===== src/rtl/link_pulse_mon.sv =====
module link_pulse_mon #(
  parameter int PERIOD_CYC = 160000,
  parameter int LOSS_CYC   = 1000000
) (
  input  logic clk,
  input  logic rst_n,
  input  logic tx_active,
  input  logic rx_link_pulse,
  input  logic rx_packet,
  input  logic integrity_off,
  input  logic loopback,
  input  logic speed_100,
  input  logic hs_link_ok,
  output logic lp_out,
  output logic link_good,
  output logic link_ind,
  output logic tx_enable,
  output logic rx_enable,
  output logic col_enable
);
  localparam int PW = (PERIOD_CYC > 2) ? $clog2(PERIOD_CYC) : 1;
  localparam int LW = (LOSS_CYC > 2) ? $clog2(LOSS_CYC) : 1;
  localparam logic [PW-1:0] P_LAST = PW'(PERIOD_CYC - 1);
  localparam logic [LW-1:0] L_LAST = LW'(LOSS_CYC - 1);

  logic [PW-1:0] ptmr;
  logic [LW-1:0] ltmr;
  logic          link_ok;
  logic          one_seen;
  logic          rx_act;
  logic          expired;

  assign rx_act  = rx_link_pulse | rx_packet;
  assign expired = !rx_act && (ltmr == L_LAST);

  always_ff @(posedge clk) begin
    if (!rst_n) begin
      ptmr   <= '0;
      lp_out <= 1'b0;
    end else if (tx_active) begin
      ptmr   <= '0;
      lp_out <= 1'b0;
    end else if (ptmr == P_LAST) begin
      ptmr   <= '0;
      lp_out <= 1'b1;
    end else begin
      ptmr   <= ptmr + 1'b1;
      lp_out <= 1'b0;
    end
  end

  always_ff @(posedge clk) begin
    if (!rst_n) begin
      ltmr <= '0;
    end else if (rx_act || expired) begin
      ltmr <= '0;
    end else begin
      ltmr <= ltmr + 1'b1;
    end
  end

  always_ff @(posedge clk) begin
    if (!rst_n) begin
      link_ok  <= 1'b0;
      one_seen <= 1'b0;
    end else if (rx_packet) begin
      link_ok  <= 1'b1;
      one_seen <= 1'b0;
    end else if (rx_link_pulse) begin
      if (link_ok) begin
        one_seen <= 1'b0;
      end else if (one_seen) begin
        link_ok  <= 1'b1;
        one_seen <= 1'b0;
      end else begin
        one_seen <= 1'b1;
      end
    end else if (expired) begin
      link_ok  <= 1'b0;
      one_seen <= 1'b0;
    end
  end

  assign link_good  = link_ok | integrity_off;
  assign link_ind   = speed_100 ? hs_link_ok : link_good;
  assign tx_enable  = link_good | loopback;
  assign rx_enable  = link_good | loopback;
  assign col_enable = link_good;

  p_pulse_single_r2: assert property (@(posedge clk) disable iff (!rst_n)
    lp_out |=> !lp_out);

  p_no_pulse_tx_r3: assert property (@(posedge clk) disable iff (!rst_n)
    tx_active |=> !lp_out);

  p_drop_quiet_r4: assert property (@(posedge clk) disable iff (!rst_n)
    $fell(link_ok) |-> $past(!rx_link_pulse && !rx_packet));

  p_pkt_restores_r6: assert property (@(posedge clk) disable iff (!rst_n)
    rx_packet |=> link_good);

  p_gate_r7: assert property (@(posedge clk) disable iff (!rst_n)
    (!loopback && !col_enable) |-> (!tx_enable && !rx_enable));

  p_override_r8: assert property (@(posedge clk) disable iff (!rst_n)
    integrity_off |-> (tx_enable && rx_enable && col_enable));

  p_loop_r9: assert property (@(posedge clk) disable iff (!rst_n)
    loopback |-> (tx_enable && rx_enable));

  p_ind_sel_r10: assert property (@(posedge clk) disable iff (!rst_n)
    !speed_100 |-> (link_ind == col_enable));
endmodule


===== config.mk =====
export PLATFORM = sky130hd
export DESIGN_NAME = link_pulse_mon
export DESIGN_NICKNAME = d
export VERILOG_FILES = /design/src/rtl/link_pulse_mon.sv
export SDC_FILE = /design/constraint.sdc
export NUM_CORES = 1
export LEC_CHECK = 0
export BUFFER_PORTS_ARGS = -buffer_cell sky130_fd_sc_hd__buf_2
export CAP_MARGIN = 40
export CORE_AREA = 4 4 84 86
export CTS_CLUSTER_DIAMETER = 80
export CTS_CLUSTER_SIZE = 12
export DETAILED_ROUTE_END_ITERATION = 8
export DIE_AREA = 0 0 88 90
export PLACE_DENSITY_LB_ADDON = 0.05
export SLEW_MARGIN = 40
export SYNTH_ARGS = -nofsm -noshare
export SYNTH_HDL_FRONTEND = slang
export SYNTH_SLANG_ARGS = --single-unit

===== constraint.sdc =====
create_clock -name clk -period 2.4 [get_ports clk]
set_clock_uncertainty 0.05 [all_clocks]
set_input_delay 0.36 -clock clk [delete_from_list [all_inputs] [get_ports clk]]
set_output_delay 0.36 -clock clk [all_outputs]
set_load 0.05 [all_outputs]

# --- Word level (Yosys, flattened, before mapping) ---
# Cells that the tools add are included.
word_totals:
  out_inout_bits: 6
  regBits: 41
classes:
  n_reduce_logical: 9
  n_bitwise: 4
  n_addsub: 2
  eq_ne: 2
  n_mux: 10
ops:
  columns: ["op", "n"]
  rows:
  - ["$add A20 B1 Y20 const B", 1]
  - ["$eq A20 B20 Y1 const B", 1]
  - ["$add A18 B1 Y18 const B", 1]
  - ["$eq A18 B18 Y1 const B", 1]
  - ["$mux W1", 10]
  - ["$reduce_or A2 Y1", 3]
  - ["$or A1 B1 Y1", 3]
  - ["$reduce_bool A3 Y1", 1]
  - ["$reduce_or A3 Y1", 1]
  - ["$reduce_bool A2 Y1", 1]
  - ["$logic_and A1 B1 Y1", 1]
  - ["$logic_not A1 Y1", 1]
  - ["$logic_or A1 B1 Y1", 1]
  - ["$not A1 Y1", 1]

# --- Logic depth before layout (Yosys ltp) ---
logic_depth:
  word_depth: 6
  depth_mapped: 7
  mapped_depth_nobuf: 5

# --- Worst setup path before layout ---
# OpenSTA, ideal clock, no wires.
synth_timing:
  path_kind: "register -> register"
  start: "register ltmr[0]"
  end: "register ltmr[18]"
  setup_ns: 0.070
  path_slack_ns: 0.370
  arrival_time_ns: 1.910
  path_buffers: 1
  required_time_ns: 2.280
  stages_incl_launch_ff: 7
  cell_sequence: "dfxtp_1 > ha_1 > inv_1 > or4_1 > buf_2 > or4_1 > a21oi_1"
synth_between:
  elab_chain_len: 4
  word_cells_on_any_way: 5
  classes_between: "add/sub (1); eq/ne (1); reduce/logical (3)"
synth_lines:
  columns: ["element", "line_no", "text"]
  rows:
  - ["start: declaration", "27", "logic [LW-1:0] ltmr;"]
  - ["start signal: assignment", "58", "ltmr <= ltmr + 1'b1;"]
  - ["parallel branches: the longest is 4 deep, another holds $add A20 B1 Y20", null, null]
# Several ways; the timed one is not identified.
# A chain may end at the register's enable or synchronous reset.

# --- Worst setup path after layout ---
# Ends and elaborated chain as after synthesis.

==> impl_metrics.ini <==
[worst_setup_path]
endpoint_kind = register
path_common_cell = or4_1
r2r_cells = 5
ff2ff_setup_slack_ns = 0.16
slowest_stage = or4_1
cp_num_buf_inv = 1
cp_max_fo = 8
r2r_end = ltmr[18]
crit_arrival_ns = 2.41
criticalPathCategory = register to register
rr_startpoint = ltmr[0]
cp.required_ns = 2.57
critPathLaunchType = register
crit_chain = ha_1, inv_1, or4_1, or4_1, a21oi_1
crit_family = simple AND/OR/NAND/NOR gates
critical-path-max-stage-delay_ns = 0.65

[yosys]
yosysUniqueCellTypes = 37
syn_nets = 225
synth_area_per_cell_um2 = 8.72
synthesis.area_um2 = 1870
async_reset_ff_frac = 0
postSynthCellCount = 214
ys.flop_type = dfxtp_1
synth_warnings = 0
synth_area_leaders = dfxtp_1 (44%), nor2_1 (6.0%), xor2_1 (5.2%)
synth_top_cell_by_area = dfxtp_1
synth_edf_count = 0
synth-seq-area-share = 0.440
synth-seq-cells = 41
yosysTopAreaCellShare = 0.440

[grt]
grt_pass1_wl_um = 6810
use_met3 = 0.0238
antenna_found_initial = 0
grt_pass1_vias = 1537
top_usage_layer = met2
grt.total_usage = 0.105
gr-usage-met1 = 0.125
grt_max_degree = 20
overflow = 0
grt_util_met2 = 0.177

[pwr]
switching_share = 0.214
p_int_mw = 1.04
p_leak_nw = 0.702
pwr-share-seq = 0.518
switchingPower_mw = 0.285
vdd_drop_max_v = 0.000220
clockPowerShare = 0.434
p_comb_frac = 0.048
p_per_area_nw_per_um2 = 621

[job]
drv_cap = 0

[floorplan]
die_y_um = 90
num_rows = 29
start_util = 0.297
core_area_um2 = 6280
die_area_um2 = 7920
io-pin-count = 15
die_x_um = 88

[detailed_routing]
routed_wl_um = 3860
antenna_left = 0
drc = 0
drtPass1Iterations = 4
drt_iter0_drc = 44
vias_per_cell = 5.08
wl_per_cell_um = 12.5
dr_total_vias = 1566

[cells_and_area]
mostFrequentLayoutCell = dfxtp_1
fin_area_um2 = 2140
stdcell_count = 308
drive_gt1_frac = 0.147
layout.nets = 241
synthToLayoutAreaGrowth_pct = 14.7
layout_common_cells = dfxtp_1 (41), nor2_1 (30), a21oi_1 (14), buf_2 (14), nand3_1 (12)
antenna_cells = 0

[clocking]
cts.clk_slew.worst_paths_ns = 0.08
root_buffer = clkbuf_8
tritoncts = built
clockBufferDepth = 2
numClockSinks = 41
clock_latency_ns = 0.29
ctsHoldBuffers = 0
htreeDepth = 2
cts_setup_buffers = 0
cts_buffers = 5
cts_resized = 0

[sta]
rsz0062_at_grt = false
fmax_mhz = 447
fin_setup_tns_ns = 0
min_period_over_period = 0.932
slew_headroom = 0.768
setup_violations = 0
slew_violations = 0
setup_slack_ns = 0.162
worst_pin_slew_ns = 0.347
min_period_ns = 2.24
hold_viol = 0

[status]
status = finished, final reports clean

[worst_hold_path]
hp-class = input port to register
hold_depth = 2
hold_end = lp_out
min-delay-start = tx_active

[place]
place_ws_ns = 0.203
place_inst = 300
portBuffers = 14
placed_cell_area_um2 = 2020
place_hpwl_um = 2780
gp_congestion = 0.774
==> synth_stat cells, types with 4 or more instances <==
master   instances
dfxtp_1         41
o31ai_1          4
or4_1            6
nor4_1           4
nand2_1         11
o21ai_0          8
nor2_1          30
and3_1           4
a21oi_1         14
inv_1            6
xor2_1          11
nand4_1          8
nand3_1         12
nor3_1           4
or3_1            9
xnor2_1         10
buf_4            4
==> cells by family (layout without fill, tap and decap cells) <==
kind of cell,Yosys count,after routing,share of synthesized area
AOI/OAI and AO/OA,32,32,0.103
and+or+nand+nor,102,102,0.299
buffers and inverters,15,32,0.0396
muxes,1,1,0.00604
DFF,41,41,0.440
adders and majority gates,2,2,0.0134
xor gates and xnor gates,21,21,0.0986
==> worst reg2reg max path: stages, from the launching register on <==
cell	delay, ns
dfxtp_1	0.43
ha_1	0.30
inv_1	0.08
or4_1	0.65
or4_1	0.51
a21oi_1	0.14
==> sequential cells by signal, summed over array words and instances (netlist names) <==
register,cells
ltmr,20
link_ok,1
lp_out,1
one_seen,1
ptmr,18
==> power groups by stage <==
stage,combinational [mW],clock (mW),sequential [mW]
after floorplan,0.0451,0,0.703
after global placement,0.0638,0,0.704
after detailed placement,0.0648,0,0.704
after CTS,0.0650,0.595,0.688
after global routing,0.0695,0.617,0.689
final,0.0642,0.577,0.688
==> per-layer routing <==
layer	part of all wire	wire, um
met2	0.50	1930
met4	0.015	59
met3	0.029	112
met1	0.45	1750
met5	0	0
==> worst max path at each step <==
| stage | from | to | slack [ns] | cells after the start |
|---|---|---|---|---|
| after global placement | ltmr[0] | ltmr[18] | 0.28 | 5 |
| after floorplan | ltmr[0] | ltmr[18] | 0.37 | 6 |
| after global routing | ltmr[0] | ltmr[18] | 0.02 | 5 |
| after CTS | ltmr[0] | ltmr[18] | 0.17 | 5 |
| after detailed placement | ltmr[0] | ltmr[18] | 0.20 | 5 |
| final | ltmr[0] | ltmr[18] | 0.16 | 5 |
==> per-stage QoR <==
step	util	hold WS, ns	power, mW
final	0.341	0.209	1.33
after detailed placement	0.322	0.384	0.769
after global placement	0.322	0.373	0.767
after global routing	0.341	0.210	1.38
after floorplan	-	0.364	0.748
after CTS	0.341	0.201	1.35
==> cell type report <==
type | instances | area, um2
inverters | 6 | 22.5
repair buffers | 18 | 113
fillers | 649 | 4140
clock buffers | 7 | 86.3
well taps | 77 | 96.3
flip-flops and latches | 41 | 821
multi-input cells | 158 | 971
clock inverters | 1 | 30.0
Power figures use the tool's default switching activity.
